File: src/rtl/utb_pkg.sv
// Package: shared types and field positions for the up/down timer base.
// Assumes the data word is at least 10 bits wide so every control field fits.
package utb_pkg;

    // Counting modes: one-way, or alternating with the event at the bottom, top or both turns
    typedef enum logic [1:0] {
        MODE_ONEWAY   = 2'b00,
        MODE_ALT_DN   = 2'b01,
        MODE_ALT_UP   = 2'b10,
        MODE_ALT_BOTH = 2'b11
    } cnt_mode_e;

    // Sampling clock division codes
    typedef enum logic [1:0] {
        DIV_1   = 2'b00,
        DIV_2   = 2'b01,
        DIV_4   = 2'b10,
        DIV_RSV = 2'b11
    } div_e;

    // Write-port targets
    typedef enum logic [1:0] {
        SEL_CTRL   = 2'b00,
        SEL_PERIOD = 2'b01,
        SEL_STATUS = 2'b10,
        SEL_NONE   = 2'b11
    } wsel_e;

    // Bit positions inside the control word
    localparam int DIV_LSB  = 8;
    localparam int PBUF_BIT = 7;
    localparam int MODE_LSB = 5;
    localparam int DIR_BIT  = 4;

    // Stored control fields (the direction lives in the counter)
    typedef struct packed {
        div_e      div;
        logic      pbuf;
        cnt_mode_e mode;
    } ctrl_t;

endpackage

File: src/rtl/utb_clkdiv.sv
// Module: utb_clkdiv
// Makes the sampling enable from a free-running 2-bit cycle counter.
// Assumes the divider code has already been cleaned, so the reserved code
// never reaches it. The reserved code is still decoded as "no division" for safety.
module utb_clkdiv (
    input  logic          clk,
    input  logic          rst_n,
    input  utb_pkg::div_e div,
    output logic          samp_en
);
    import utb_pkg::*;

    localparam int CYC_W = 2;

    logic [CYC_W-1:0] cyc_q;

    // Free-running cycle counter, cleared by reset
    always_ff @(posedge clk) begin
        if (!rst_n) cyc_q <= '0;
        else        cyc_q <= cyc_q + 1'b1;
    end

    // Decode the enable from the divider code and the cycle phase
    always_comb begin
        unique case (div)
            DIV_2:   samp_en = cyc_q[0];
            DIV_4:   samp_en = &cyc_q;
            default: samp_en = 1'b1;
        endcase
    end

    // at divide-by-2 an enable pulse is never followed straight away by another
    assert_div2_gap_R3: assert property (@(posedge clk) disable iff (!rst_n)
        (div == DIV_2 && samp_en) |=> (!samp_en || div != DIV_2));

    // at divide-by-4 an enable pulse is followed by a quiet cycle
    assert_div4_gap_R3: assert property (@(posedge clk) disable iff (!rst_n)
        (div == DIV_4 && samp_en) |=> (!samp_en || div != DIV_4));

endmodule

File: src/rtl/utb_counter.sv
// Module: utb_counter
// Holds the count and the direction. It works out the next count for the
// one-way and alternating modes and flags the update event.
// Assumes the period and mode come from utb_regs. A direction load from a
// control write overrides any turn in the same cycle.
module utb_counter #(
    parameter int CNT_W = 16
) (
    input  logic                clk,
    input  logic                rst_n,
    input  logic                cnt_en,
    input  utb_pkg::cnt_mode_e  mode,
    input  logic [CNT_W-1:0]    per,
    input  logic                dir_ld,
    input  logic                dir_ld_val,
    output logic [CNT_W-1:0]    cnt_q,
    output logic                dir_q,
    output logic                upd_ev
);
    import utb_pkg::*;

    localparam logic [CNT_W-1:0] ZERO = '0;
    localparam logic [CNT_W-1:0] ONE  = {{(CNT_W-1){1'b0}}, 1'b1};

    logic [CNT_W-1:0] cnt_nx;
    logic             dir_nx;
    logic             at_top;
    logic             at_bot;
    logic             ev_top;
    logic             ev_bot;

    // Limit detection and which turns of the alternating modes raise an event
    always_comb begin
        at_top = (cnt_q >= per);
        at_bot = (cnt_q == ZERO);
        ev_top = (mode == MODE_ALT_UP) || (mode == MODE_ALT_BOTH);
        ev_bot = (mode == MODE_ALT_DN) || (mode == MODE_ALT_BOTH);
    end

    // Next count, next direction and the update event
    always_comb begin
        cnt_nx = cnt_q;
        dir_nx = dir_q;
        upd_ev = 1'b0;
        if (cnt_en) begin
            if (mode == MODE_ONEWAY) begin
                if (!dir_q) begin
                    if (at_top) begin
                        cnt_nx = ZERO;
                        upd_ev = 1'b1;
                    end else begin
                        cnt_nx = cnt_q + ONE;
                    end
                end else begin
                    if (at_bot) begin
                        cnt_nx = per;
                        upd_ev = 1'b1;
                    end else begin
                        cnt_nx = cnt_q - ONE;
                    end
                end
            end else begin
                if (!dir_q) begin
                    if (at_top) begin
                        cnt_nx = at_bot ? ZERO : (cnt_q - ONE);
                        dir_nx = 1'b1;
                        upd_ev = ev_top;
                    end else begin
                        cnt_nx = cnt_q + ONE;
                    end
                end else begin
                    if (at_bot) begin
                        cnt_nx = (per == ZERO) ? ZERO : ONE;
                        dir_nx = 1'b0;
                        upd_ev = ev_bot;
                    end else begin
                        cnt_nx = cnt_q - ONE;
                    end
                end
            end
        end
        if (dir_ld) dir_nx = dir_ld_val;
    end

    // Count and direction registers
    always_ff @(posedge clk) begin
        if (!rst_n) begin
            cnt_q <= ZERO;
            dir_q <= 1'b0;
        end else begin
            cnt_q <= cnt_nx;
            dir_q <= dir_nx;
        end
    end

    // with counting disabled and no direction load, count and direction hold
    assert_hold_R12: assert property (@(posedge clk) disable iff (!rst_n)
        (!cnt_en && !dir_ld) |=> ($stable(cnt_q) && $stable(dir_q)));

    // one-way up at or above the period wraps to zero
    assert_up_wrap_R4: assert property (@(posedge clk) disable iff (!rst_n)
        (cnt_en && mode == MODE_ONEWAY && !dir_q && cnt_q >= per) |=> (cnt_q == ZERO));

    // one-way down at zero reloads the period
    assert_dn_reload_R5: assert property (@(posedge clk) disable iff (!rst_n)
        (cnt_en && mode == MODE_ONEWAY && dir_q && cnt_q == ZERO) |=> (cnt_q == $past(per)));

    // the alternating top turn steps to period-1 and counts down
    assert_top_turn_R6: assert property (@(posedge clk) disable iff (!rst_n)
        (cnt_en && mode != MODE_ONEWAY && !dir_q && cnt_q == per && per != ZERO && !dir_ld)
        |=> (dir_q && cnt_q == $past(per) - ONE));

    // mode 01 raises events only while counting down, mode 10 only while counting up
    assert_ev_dn_R7: assert property (@(posedge clk) disable iff (!rst_n)
        (upd_ev && mode == MODE_ALT_DN) |-> dir_q);
    assert_ev_up_R7: assert property (@(posedge clk) disable iff (!rst_n)
        (upd_ev && mode == MODE_ALT_UP) |-> !dir_q);

endmodule

File: src/rtl/utb_regs.sv
// Module: utb_regs
// Decodes the write port into the control fields, the waiting and active
// period, and the sticky update flag. Also builds the control read-back.
// Assumes one write per cycle and an update event from utb_counter.
module utb_regs #(
    parameter int CNT_W = 16
) (
    input  logic                clk,
    input  logic                rst_n,
    input  logic                wr_en,
    input  logic [1:0]          wr_sel,
    input  logic [CNT_W-1:0]    wr_data,
    input  logic                upd_ev,
    input  logic                dir_cur,
    output utb_pkg::ctrl_t      ctrl,
    output logic [CNT_W-1:0]    per_act,
    output logic                flag_q,
    output logic                dir_ld,
    output logic                dir_ld_val,
    output logic [CNT_W-1:0]    ctrl_rd
);
    import utb_pkg::*;

    logic             wr_ctrl;
    logic             wr_per;
    logic             wr_clr;
    logic [1:0]       div_raw;
    logic [1:0]       mode_raw;
    logic [CNT_W-1:0] per_pre;

    // Write decode and raw field extraction
    always_comb begin
        wr_ctrl    = wr_en && (wsel_e'(wr_sel) == SEL_CTRL);
        wr_per     = wr_en && (wsel_e'(wr_sel) == SEL_PERIOD);
        wr_clr     = wr_en && (wsel_e'(wr_sel) == SEL_STATUS) && !wr_data[0];
        div_raw    = wr_data[DIV_LSB+1:DIV_LSB];
        mode_raw   = wr_data[MODE_LSB+1:MODE_LSB];
        dir_ld     = wr_ctrl && (mode_raw == 2'b00);
        dir_ld_val = wr_data[DIR_BIT];
    end

    // Control fields, with the reserved divider code stored as no division
    always_ff @(posedge clk) begin
        if (!rst_n) begin
            ctrl <= '{div: DIV_1, pbuf: 1'b0, mode: MODE_ONEWAY};
        end else if (wr_ctrl) begin
            ctrl.div  <= (div_raw == 2'b11) ? DIV_1 : div_e'(div_raw);
            ctrl.pbuf <= wr_data[PBUF_BIT];
            ctrl.mode <= cnt_mode_e'(mode_raw);
        end
    end

    // Waiting period, written on every period write
    always_ff @(posedge clk) begin
        if (!rst_n)      per_pre <= '0;
        else if (wr_per) per_pre <= wr_data;
    end

    // Active period: written directly when unbuffered, loaded on an event when buffered
    always_ff @(posedge clk) begin
        if (!rst_n)                    per_act <= '0;
        else if (wr_per && !ctrl.pbuf) per_act <= wr_data;
        else if (ctrl.pbuf && upd_ev)  per_act <= per_pre;
    end

    // Sticky flag: an event sets it and wins over a clear in the same cycle
    always_ff @(posedge clk) begin
        if (!rst_n)      flag_q <= 1'b0;
        else if (upd_ev) flag_q <= 1'b1;
        else if (wr_clr) flag_q <= 1'b0;
    end

    // Read-back word; unassigned bits stay zero
    always_comb begin
        ctrl_rd                        = '0;
        ctrl_rd[DIV_LSB+1:DIV_LSB]     = ctrl.div;
        ctrl_rd[PBUF_BIT]              = ctrl.pbuf;
        ctrl_rd[MODE_LSB+1:MODE_LSB]   = ctrl.mode;
        ctrl_rd[DIR_BIT]               = dir_cur;
    end

    // the reserved divider code never reaches the stored field
    assert_div_legal_R2: assert property (@(posedge clk) disable iff (!rst_n)
        ctrl.div != DIV_RSV);

    // the flag holds unless a clear write arrives
    assert_flag_sticky_R11: assert property (@(posedge clk) disable iff (!rst_n)
        (flag_q && !wr_clr) |=> flag_q);

    // an update event always leaves the flag set
    assert_ev_sets_R11: assert property (@(posedge clk) disable iff (!rst_n)
        upd_ev |=> flag_q);

    // with buffering on and no event, the active period holds
    assert_buf_hold_R10: assert property (@(posedge clk) disable iff (!rst_n)
        (ctrl.pbuf && !upd_ev) |=> $stable(per_act));

    // an unbuffered period write lands in the active period next cycle
    assert_nobuf_write_R9: assert property (@(posedge clk) disable iff (!rst_n)
        (wr_per && !ctrl.pbuf) |=> (per_act == $past(wr_data)));

endmodule

File: src/rtl/updown_timebase.sv
// Module: updown_timebase (top)
// Timer base counter with a programmable period, an optional period buffer,
// one-way or alternating counting and a divided sampling enable.
// Assumes a single clock and a synchronous active-low reset. CNT_W must be at
// least 10 so the control fields fit in the data word.
module updown_timebase #(
    parameter int CNT_W = 16
) (
    input  logic             clk,
    input  logic             rst_n,
    input  logic             cnt_en,
    input  logic             wr_en,
    input  logic [1:0]       wr_sel,
    input  logic [CNT_W-1:0] wr_data,
    output logic [CNT_W-1:0] cnt_o,
    output logic             dir_o,
    output logic             upd_flag_o,
    output logic             samp_en_o,
    output logic [CNT_W-1:0] period_o,
    output logic [CNT_W-1:0] ctrl_o
);
    import utb_pkg::*;

    ctrl_t            ctrl;
    logic [CNT_W-1:0] per_act;
    logic [CNT_W-1:0] cnt_q;
    logic             dir_q;
    logic             upd_ev;
    logic             dir_ld;
    logic             dir_ld_val;

    utb_regs #(.CNT_W(CNT_W)) u_regs (
        .clk        (clk),
        .rst_n      (rst_n),
        .wr_en      (wr_en),
        .wr_sel     (wr_sel),
        .wr_data    (wr_data),
        .upd_ev     (upd_ev),
        .dir_cur    (dir_q),
        .ctrl       (ctrl),
        .per_act    (per_act),
        .flag_q     (upd_flag_o),
        .dir_ld     (dir_ld),
        .dir_ld_val (dir_ld_val),
        .ctrl_rd    (ctrl_o)
    );

    utb_counter #(.CNT_W(CNT_W)) u_counter (
        .clk        (clk),
        .rst_n      (rst_n),
        .cnt_en     (cnt_en),
        .mode       (ctrl.mode),
        .per        (per_act),
        .dir_ld     (dir_ld),
        .dir_ld_val (dir_ld_val),
        .cnt_q      (cnt_q),
        .dir_q      (dir_q),
        .upd_ev     (upd_ev)
    );

    utb_clkdiv u_clkdiv (
        .clk     (clk),
        .rst_n   (rst_n),
        .div     (ctrl.div),
        .samp_en (samp_en_o)
    );

    // Drive the outputs from the sub-block state
    always_comb begin
        cnt_o    = cnt_q;
        dir_o    = dir_q;
        period_o = per_act;
    end

endmodule

File: config.mk
export PLATFORM = sky130hd
export DESIGN_NAME = updown_timebase
export DESIGN_NICKNAME = d
export VERILOG_FILES = /design/src/rtl/utb_pkg.sv /design/src/rtl/utb_clkdiv.sv /design/src/rtl/utb_counter.sv /design/src/rtl/utb_regs.sv /design/src/rtl/updown_timebase.sv
export SDC_FILE = /design/constraint.sdc
export NUM_CORES = 1
export LEC_CHECK = 0
export ABC_AREA = 0
export BUFFER_PORTS_ARGS = -buffer_cell sky130_fd_sc_hd__buf_2
export CORE_ASPECT_RATIO = 1.1
export CORE_UTILIZATION = 25
export CTS_CLUSTER_SIZE = 28
export DETAILED_ROUTE_END_ITERATION = 7
export PLACE_DENSITY = 0.53
export SYNTH_ARGS = -nofsm -noshare
export SYNTH_HDL_FRONTEND = slang
export SYNTH_SLANG_ARGS = --single-unit
export TNS_END_PERCENT = 1
File: constraint.sdc
create_clock -name clk -period 6.7 [get_ports clk]
set_input_delay 0.67 -clock clk [delete_from_list [all_inputs] [get_ports clk]]
set_output_delay 0.67 -clock clk [all_outputs]
set_load 0.01 [all_outputs]
# After elaboration in Yosys (flattened, before gate mapping)
# Index checks and enable logic that the tools add are counted.
[totals]
input_bits = 22
out_inout_bits = 51
elab_cells = 71
ff_bits = 57
[op_classes]
muxes = 28
reduce_logical = 21
n_lt_le_gt_ge = 1
addsub = 3
n_eq_ne = 9
[op_table]
columns = ["cell", "count"]
rows = [
  ["2-to-1 mux 16 bit", 10],
  ["logical NOT 16 bit", 2],
  ["adder 16 x 1 -> 16 bit, second input constant", 1],
  [">= comparator 16 bit", 1],
  ["2-to-1 mux 1 bit", 16],
  ["subtractor 16 x 1 -> 16 bit, second input constant", 1],
  ["== test 2 bit, second input constant", 5],
  ["logical AND 1 bit", 7],
  ["== test 2 x 1 -> 1 bit, second input constant", 3],
  ["logical NOT 2 bit", 3],
  ["nonzero test 2 bit", 3],
  ["AND reduction 2 bit", 2],
  ["adder 2 x 1 -> 2 bit, second input constant", 1],
  ["logical NOT 1 bit", 2],
  ["logical OR 1 bit", 2],
  ["2-to-1 mux 2 bit", 1],
  ["inequality test 2 bit, second input constant", 1],
  ["one-hot mux 1 bit (2 select lines)", 1],
]

# Logic depth before layout (Yosys ltp)
# Gate-level depths: netlist of run 1.
[logic_depth]
ltp_word = 9
mapped_depth = 9

# Hierarchy
# From an unflattened synthesis of run 1, not the netlist that was laid out.
[unflattened]
hier_cells = 506
area_unflattened_um2 = 4043.9
[modules_own_cells]
columns = ["module", "cells_per_inst", "seq_area_each_um2", "area_each_um2", "instances"]
rows = [
  ["utb_counter", 315, 340.3, 2263.4, 1],
  ["utb_regs", 181, 760.7, 1672.9, 1],
  ["utb_clkdiv", 10, 40.0, 107.6, 1],
]

# Worst setup path before layout of run 1
# No wires, ideal clock.
[synth_timing]
path_type = "register to register"
start = "reg u_counter.cnt_q[1]"
end = "reg u_counter.cnt_q[14]"
slack_ns = 4.322
path_stages_with_launch = 9
arrival_ns = 2.261
cell_sequence = "dfxtp_1 > ha_1 > nor2b_1 > o211a_1 > o31a_2 > o31ai_1 > buf_2 > o21ai_1 > a32o_2"
[synth_between]
elab_chain_cells = 5
word_cells_on_any_way = 12
[synth_lines]
columns = ["item", "line_no", "text"]
rows = [
  ["from (decl)", "utb_counter.sv:16", "output logic [CNT_W-1:0] cnt_q,"],
  ["from (signal assigned)", "utb_counter.sv:91", "cnt_q <= cnt_nx;"],
  ["subtractor 16 x 1 -> 16 bit or logical NOT 16 bit (tied branches)", "n/a", ""],
  ["2-to-1 mux 16 bit", "utb_counter.sv:65", "cnt_nx = at_bot ? ZERO : (cnt_q - ONE);"],
  ["2-to-1 mux 16 bit", "utb_counter.sv:64", "if (at_top) begin"],
  ["2-to-1 mux 16 bit", "utb_counter.sv:63", "if (!dir_q) begin"],
  ["2-to-1 mux 16 bit *", "utb_counter.sv:46", "if (mode == MODE_ONEWAY) begin"],
]
# Mark *: on every way between the ends. The rest lies on a longest branch, timed or not.
# A chain may end at the register's enable or synchronous reset.

# Worst setup path after layout of run 1
[layout_timing]
start = "reg u_counter.cnt_q[9]"
end = "reg u_regs.per_act[7]"
[layout_between]
elab_chain_cells = 7
word_cells_on_any_way = 12
[layout_lines]
columns = ["item", "line_no", "text"]
rows = [
  [">= comparator 16 bit or logical NOT 16 bit (tied branches)", "utb_counter.sv:34, utb_counter.sv:35", ""],
  ["2-to-1 mux 1 bit (on tied branches)", "n/a", ""],
  ["2-to-1 mux 1 bit (on tied branches)", "utb_counter.sv:63, utb_counter.sv:47", ""],
  ["2-to-1 mux 1 bit *", "utb_counter.sv:46", ""],
  ["2-to-1 mux 1 bit *", "utb_counter.sv:45", "if (cnt_en) begin"],
  ["logical AND 1 bit *", "utb_regs.sv:63", "else if (ctrl.pbuf && upd_ev) per_act <= per_pre;"],
  ["nonzero test 2 bit (no source line) *", "n/a", ""],
  ["to (signal assigned)", "utb_regs.sv:62", "else if (wr_per && !ctrl.pbuf) per_act <= wr_data;"],
  ["to (signal assigned)", "utb_regs.sv:63", ""],
  ["to (decl)", "utb_regs.sv:16", "output logic [CNT_W-1:0] per_act,"],
]
# Marks and branches as above.

==> results of run 1 <==
-- kinds of logic (layout without fill, tap and decap cells) --
| logic type | Yosys count | count (layout) | share of synthesized area, % |
|---|---|---|---|
| multiplexers | 1 | 1 | 0.2491 |
| XOR/XNOR | 14 | 14 | 3.051 |
| flip-flops | 57 | 57 | 28.39 |
| AO/OA/AOI/OAI | 176 | 176 | 28.14 |
| AND/OR/NAND/NOR | 167 | 167 | 24.00 |
| other | 1 | 10 | 0.09331 |
| buffers and inverters | 74 | 108 | 9.215 |
| adder cells (fa/ha/maj) | 22 | 22 | 6.849 |
-- power groups by stage --
| stage | Sequential, uW | Clock [uW] | Combinational (uW) |
|---|---|---|---|
| global placement | 423 | 0 | 452 |
| detailed placement | 424 | 0 | 459 |
| global route | 424 | 474 | 506 |
| finish | 418 | 450 | 466 |
| floorplan | 403 | 0 | 352 |
| CTS | 417 | 457 | 461 |
-- flip-flops by register name, summed over array words and instances (netlist names) --
| register | flops |
|---|---|
| u_counter.cnt_q | 16 |
| u_regs.per_act | 16 |
| u_regs.per_pre | 16 |
| u_regs.ctrl | 5 |
| u_clkdiv.cyc_q | 2 |
| u_counter.dir_q | 1 |
| u_regs.flag_q | 1 |
-- synthesized netlist by cell type, drive strengths merged, types with 2 or more instances --
cell type	number	share of area [%]
nor3b	3	0.81
a21oi	61	7.6
dfxtp	57	28
clkbuf	17	1.6
nand2b	2	0.31
o21a	2	0.37
a32o	2	0.53
and2	2	0.31
inv	28	2.6
a21o	5	0.93
a31oi	26	4.0
nor4	16	4.2
and3	5	0.78
o211ai	3	0.68
o31ai	3	0.68
buf	28	4.9
or4	3	0.65
nand3b	2	0.37
nand4	20	3.5
nor2b	3	0.47
nor3	7	1.4
nand2	67	6.4
o31a	2	0.47
ha	22	6.8
nor2	16	1.5
or3	3	0.47
nand3	13	1.9
a221oi	3	0.65
a311oi	2	0.59
o21ai	42	5.2
xor2	4	0.87
o221a	8	2.2
or2	3	0.47
a311o	2	0.50
xnor2	10	2.2
a221o	8	2.0
-- per-stage QoR --
stage / hold WS (ns) / utilization (%) / power, uW
after CTS: 0.4569 / 29.69 / 1335
after floorplan: 0.4174 / - / 754.8
after detailed placement: 0.4449 / 27.81 / 882.4
final: 0.4525 / 29.69 / 1334
after global routing: 0.4687 / 29.69 / 1403
after global placement: 0.4299 / 27.81 / 874.4
-- critical path, stage by stage (launching register included) --
cell       delay, ns
dfxtp_1         0.66
ha_1            0.35
a21oi_1         0.18
o21a_1          0.17
a2bb2oi_1       0.81
a311o_1         0.72
nand4_1         0.19
a31oi_1         0.18
-- final cells by class --
type | count | area, sq um
clock buffer | 13 | 270.3
clock inverter | 3 | 23.77
fill | 1698 | 11020
inverter | 29 | 108.9
multi-input combinational | 390 | 2541
sequential | 57 | 1141
tap | 200 | 250.2
timing repair buffer | 63 | 317.8
-- cells in the final DEF (no fill, tap or decap), drive strengths merged, types with 20 or more instances in the layout --
cell type / netlist / routed
nand2: 67 / 67
buf: 28 / 63
a21oi: 61 / 61
dfxtp: 57 / 57
o21ai: 42 / 42
inv: 28 / 28
a31oi: 26 / 26
ha: 22 / 22
nand4: 20 / 20
-- per-layer routing --
metal	GRT usage [%]	share of wire, %	vias to the layer above
li1	-	-	1968
met1	21.03	43	1962
met2	27.40	48	149
met3	3.674	6.2	27
met4	7.046	3.0	0
met5	0	0	-
-- path summary, 6_finish.rpt --
check / to / start / slack [ns]
worst min-delay path: u_clkdiv.cyc_q[0] / u_clkdiv.cyc_q[0] / 0.45
worst max-delay path: u_regs.per_act[7] / u_counter.cnt_q[9] / 3.35
worst min register to register: u_clkdiv.cyc_q[0] / u_clkdiv.cyc_q[0] / 0.45
worst max register to register: u_regs.per_act[7] / u_counter.cnt_q[9] / 3.35
==> flow_summary_export.csv, run 1 <==
group,metric,value,unit
placement,dp_cells,739,
power_and_ir_drop,power_frac_seq,31.3,%
synthesis,synth_area_per_cell,7.849,sq um
sta,max_freq,298.1,MHz
flow_run,maxCapViolCount,0,
worst_hold_path,hold-path-cell-count,1,
die,core-area,0.01568,sq mm
sta,rsz0062_at_grt,"no",
final_layout,fin_area,0.004653,sq mm
die,io_pins,73,
placement,io_buffer_count,62,
detailed_routing,finalWirelength,13580,um
worst_hold_path,hold_path_class,"reg -> reg",
power_and_ir_drop,power_density,286.6,mW/mm^2
placement,post_dp_cell_area,0.004359,sq mm
detailed_routing,post_drt_via_cell_ratio,5.438,
cts,cts_buffers,9,
grt,grtUsageTotal,16.76,%
sta,period_minus_slack,3.355,ns
die,dieArea,0.01659,sq mm
sta,finalSetupTns,0,ns
detailed_routing,drcViolationCount,0,
cts,root_buffer,"clkbuf_16",
sta,hold_violations,0,
final_layout,fin_nets,594,
sta,max_slew.worst_pin.slew,1.161,ns
detailed_routing,vias,4106,
power_and_ir_drop,switchingPower,522.7,uW
sta,fin_ws,3.345,ns
sta,relSlewSlack,22.30,%
synthesis,async_flop_share,0,%
synthesis,ys_seq_elements,57,
cts,clkTransAtPathRegs,0.05,ns
grt,grt_pass1_vias,3944,
cts,postCtsHoldBufs,0,
worst_setup_path,end_kind,"register",
synthesis,synth_cell_types,67,
cts,clkLatencyLatePin,0.33,ns
final_layout,area_delta_synth_final,15.78,%
detailed_routing,dr.first_iter.drc_count,304,
final_layout,antenna_cells,0,
worst_setup_path,crit_type,"reg -> reg",
worst_setup_path,reg2reg_depth,7,
worst_setup_path,startpoint_type,"register",
sta,slew_viol_final,0,
synthesis,synthFlopType,"dfxtp_1",
die,die_h,135.0,um
status,status,"complete, no violations",
sta,setup_viol,0,
detailed_routing,wire_per_inst,17.99,um
synthesis,synth_edf_count,0,
cts,post_cts_resized,0,
power_and_ir_drop,clock_power_share,33.7,%
die,fp-row-count,48,
power_and_ir_drop,leakage,0.001789,uW
synthesis,netlist_area,0.004019,sq mm
grt,grt_max_degree,35,
die,start_util,25.64,%
cts,clk_path_buf_depth,2,
grt,grt_pass1_wl,21440,um
detailed_routing,drtPass1Iterations,5,
final_layout,instances_no_fill,755,
power_and_ir_drop,p_int,811.0,uW
cts,post_cts_buffers,0,
synthesis,yosysWarnings,0,
sta,period_share,50.07,%
cts,numClockSinks,57,
grt,antenna_found_initial,0,
cts,htreeDepth,3,
worst_setup_path,required,6.93,ns
cts,cts_tree,"yes",
placement,pre_cts_ws,3.433,ns
synthesis,syn_inst,512,
placement,place.gp.congestion,0.8767,
sta,finalClockSkew,0.004739,ns
final_layout,drive_gt1_share,19.10,%
power_and_ir_drop,combPwrFrac,35.0,%
die,fp.dieW,122.9,um
grt,grt_remaining_overflow,0,
power_and_ir_drop,vdd_ir_drop_max,0.0001211,V
power_and_ir_drop,swShare,39.19,%
placement,dpl.hpwl,9999,um
detailed_routing,ant_nets,0,
synthesis,ys_seq_area_share,28.39,%
worst_setup_path,arrival,3.59,ns
worst_setup_path,cp_max_fo,16,
No activity file was read; power rests on OpenSTA's default activity.
==> inputs of run 2 (changes only) <==
PLACE_DENSITY = 0.55   (was 0.53)
clock period = 2.82 ns   (was 6.7 ns; I/O delays follow)
==> flow_summary_export.csv, run 2 (synthesis gave the netlist of run 1 again) <==
group,metric,value,unit
status,status,"complete, no violations",
grt,grt_pass1_vias,4073,
detailed_routing,wire_per_inst,17.81,um
die,io_pins,73,
cts,htreeDepth,3,
grt,met2_usage,28.21,%
worst_setup_path,crit_type,"reg -> reg",
worst_setup_path,end_kind,"register",
final_layout,fin_area,0.004964,sq mm
cts,clk_path_buf_depth,2,
sta,rsz0062_at_grt,"no",
placement,io_buffer_count,62,
sta,period_minus_slack,2.653,ns
sta,relSlewSlack,53.14,%
worst_setup_path,required,3.04,ns
worst_setup_path,slowest_stage,"o21ai_0",
worst_setup_path,startpoint_type,"register",
sta,finalSetupTns,0,ns
die,fp-row-count,48,
die,die_h,135.0,um
sta,max_slew.worst_pin.slew,0.7022,ns
detailed_routing,dr.first_iter.drc_count,303,
worst_setup_path,endpoint,"u_counter.cnt_q[13]",
cts,cts_buffers,9,
die,core-area,0.01568,sq mm
cts,clkLatencyLatePin,0.34,ns
worst_setup_path,reg2reg_from,"u_regs.per_act[7]",
cts,clkTransAtPathRegs,0.06,ns
power_and_ir_drop,power_density,663.9,mW/mm^2
grt,grt_max_degree,27,
placement,dp_cells,781,
power_and_ir_drop,vdd_ir_drop_max,0.0003037,V
final_layout,reg_top3,"u_counter.cnt_q: 16 flops, u_regs.per_act: 16 flops, u_regs.per_pre: 16 flops",
final_layout,fin_nets,636,
grt,antenna_found_initial,0,
sta,period_share,94.07,%
placement,post_dp_cell_area,0.004674,sq mm
worst_setup_path,reg2reg_depth,8,
sta,slew_viol_final,0,
placement,dpl.hpwl,10640,um
detailed_routing,post_drt_via_cell_ratio,5.316,
placement,place.gp.congestion,0.9215,
die,fp.dieW,122.9,um
cts,numClockSinks,57,
power_and_ir_drop,leakage,0.001998,uW
grt,use_met1,23.10,%
worst_setup_path,critPathLaunch,"u_regs.per_act[7]",
cts,postCtsHoldBufs,0,
cts,root_buffer,"clkbuf_16",
grt,grtUsageTotal,17.58,%
final_layout,drive_gt1_share,25.13,%
flow_run,maxCapViolCount,0,
worst_setup_path,cp.depth,8,
grt,grt_pass1_wl,22340,um
worst_setup_path,critPathTopFamily,"compound AO/OA/AOI/OAI gates",
detailed_routing,ant_nets,0,
final_layout,final_common_cell,"nand2_1",
die,start_util,25.64,%
detailed_routing,finalWirelength,14190,um
detailed_routing,drtPass1Iterations,5,
cts,cts_tree,"yes",
final_layout,instances_no_fill,797,
worst_setup_path,r2r_end,"u_counter.cnt_q[13]",
worst_setup_path,cp.buffers_inverters,1,
sta,max_freq,377.0,MHz
grt,grt_remaining_overflow,0,
sta,finalClockSkew,0.01044,ns
worst_setup_path,cp_max_fo,7,
sta,setup_viol,0,
final_layout,antenna_cells,0,
worst_setup_path,crit_chain,"inv_1 -> ha_1 -> nand2_1 -> o21ai_0 -> o2bb2ai_1 -> o31a_1 -> nand2_1 -> a221oi_1",
final_layout,layout_common_cells,"nand2_1 (64), buf_2 (62), a21oi_1 (61), dfxtp_1 (57), buf_4 (43)",
detailed_routing,vias,4237,
worst_setup_path,cp_slowest_stage_delay,0.41,ns
final_layout,area_delta_synth_final,23.51,%
detailed_routing,drcViolationCount,0,
sta,hold_violations,0,
grt,use_met3,3.463,%
worst_setup_path,rrSetupSlack,0.17,ns
worst_hold_path,hold_path_class,"in -> reg",
worst_setup_path,arrival,2.87,ns
worst_setup_path,cpMostUsedCell,"nand2_1",
worst_hold_path,hold-path-cell-count,3,
die,dieArea,0.01659,sq mm
grt,grt-busiest-layer,"met2",
## run 2: metal layers
| metal | vias to the layer above | share of wire (%) |
|---|---|---|
| met1 | 1990 | 45 |
| met3 | 30 | 6.3 |
| met4 | 0 | 2.7 |
| li1 | 2040 | - |
| met2 | 177 | 46 |
| met5 | - | 0 |
## run 2: worst min path at each step
stage | endpoint | from
6_report | u_regs.per_pre[13] | wr_data[13]
4_1_cts | u_regs.per_pre[13] | wr_data[13]
3_5_place_dp | u_regs.per_pre[1] | u_regs.per_pre[1]
3_3_place_gp | u_clkdiv.cyc_q[0] | u_clkdiv.cyc_q[0]
2_1_floorplan | u_clkdiv.cyc_q[0] | u_clkdiv.cyc_q[0]
5_1_grt | u_regs.per_pre[13] | wr_data[13]
## run 2: per-stage QoR
step                power [uW]  hold WS [ns]  worst slack, ns  utilization (%)
floorplan                 1793        0.4174           0.4420                -
global placement          2224        0.4286           0.2127            29.82
detailed placement        2245        0.4457          0.09472            29.82
CTS                       3288        0.1882           0.1079            31.60
global route              3475        0.1964         0.001962            31.67
finish                    3295        0.1946           0.1673            31.67
## run 2: where the power goes
part           internal, uW  switching (uW)
combinational           514             832
clock                   599             438
sequential              864            48.5
total                  1980            1320
## run 2: final cells by class
cell class / instances / area (sq um)
clock buffers: 9 / 225.2
clock inverters: 7 / 53.80
fillers: 1717 / 10710
inverters: 29 / 108.9
multi-input cells: 390 / 2551
flip-flops and latches: 57 / 1141
well taps: 200 / 250.2
repair buffers: 105 / 633.1
## run 2: worst register-to-register path, cell delays in order, from the launching register on
cell	delay, ns
dfxtp_1	0.34
inv_1	0.08
ha_1	0.30
nand2_1	0.13
o21ai_0	0.41
o2bb2ai_1	0.37
o31a_1	0.39
nand2_1	0.14
a221oi_1	0.37
## run 2: timing repair
action,in CTS,in global routing
setup endpoints to repair,0,13
gates resized for setup,0,2
setup buffers,0,0
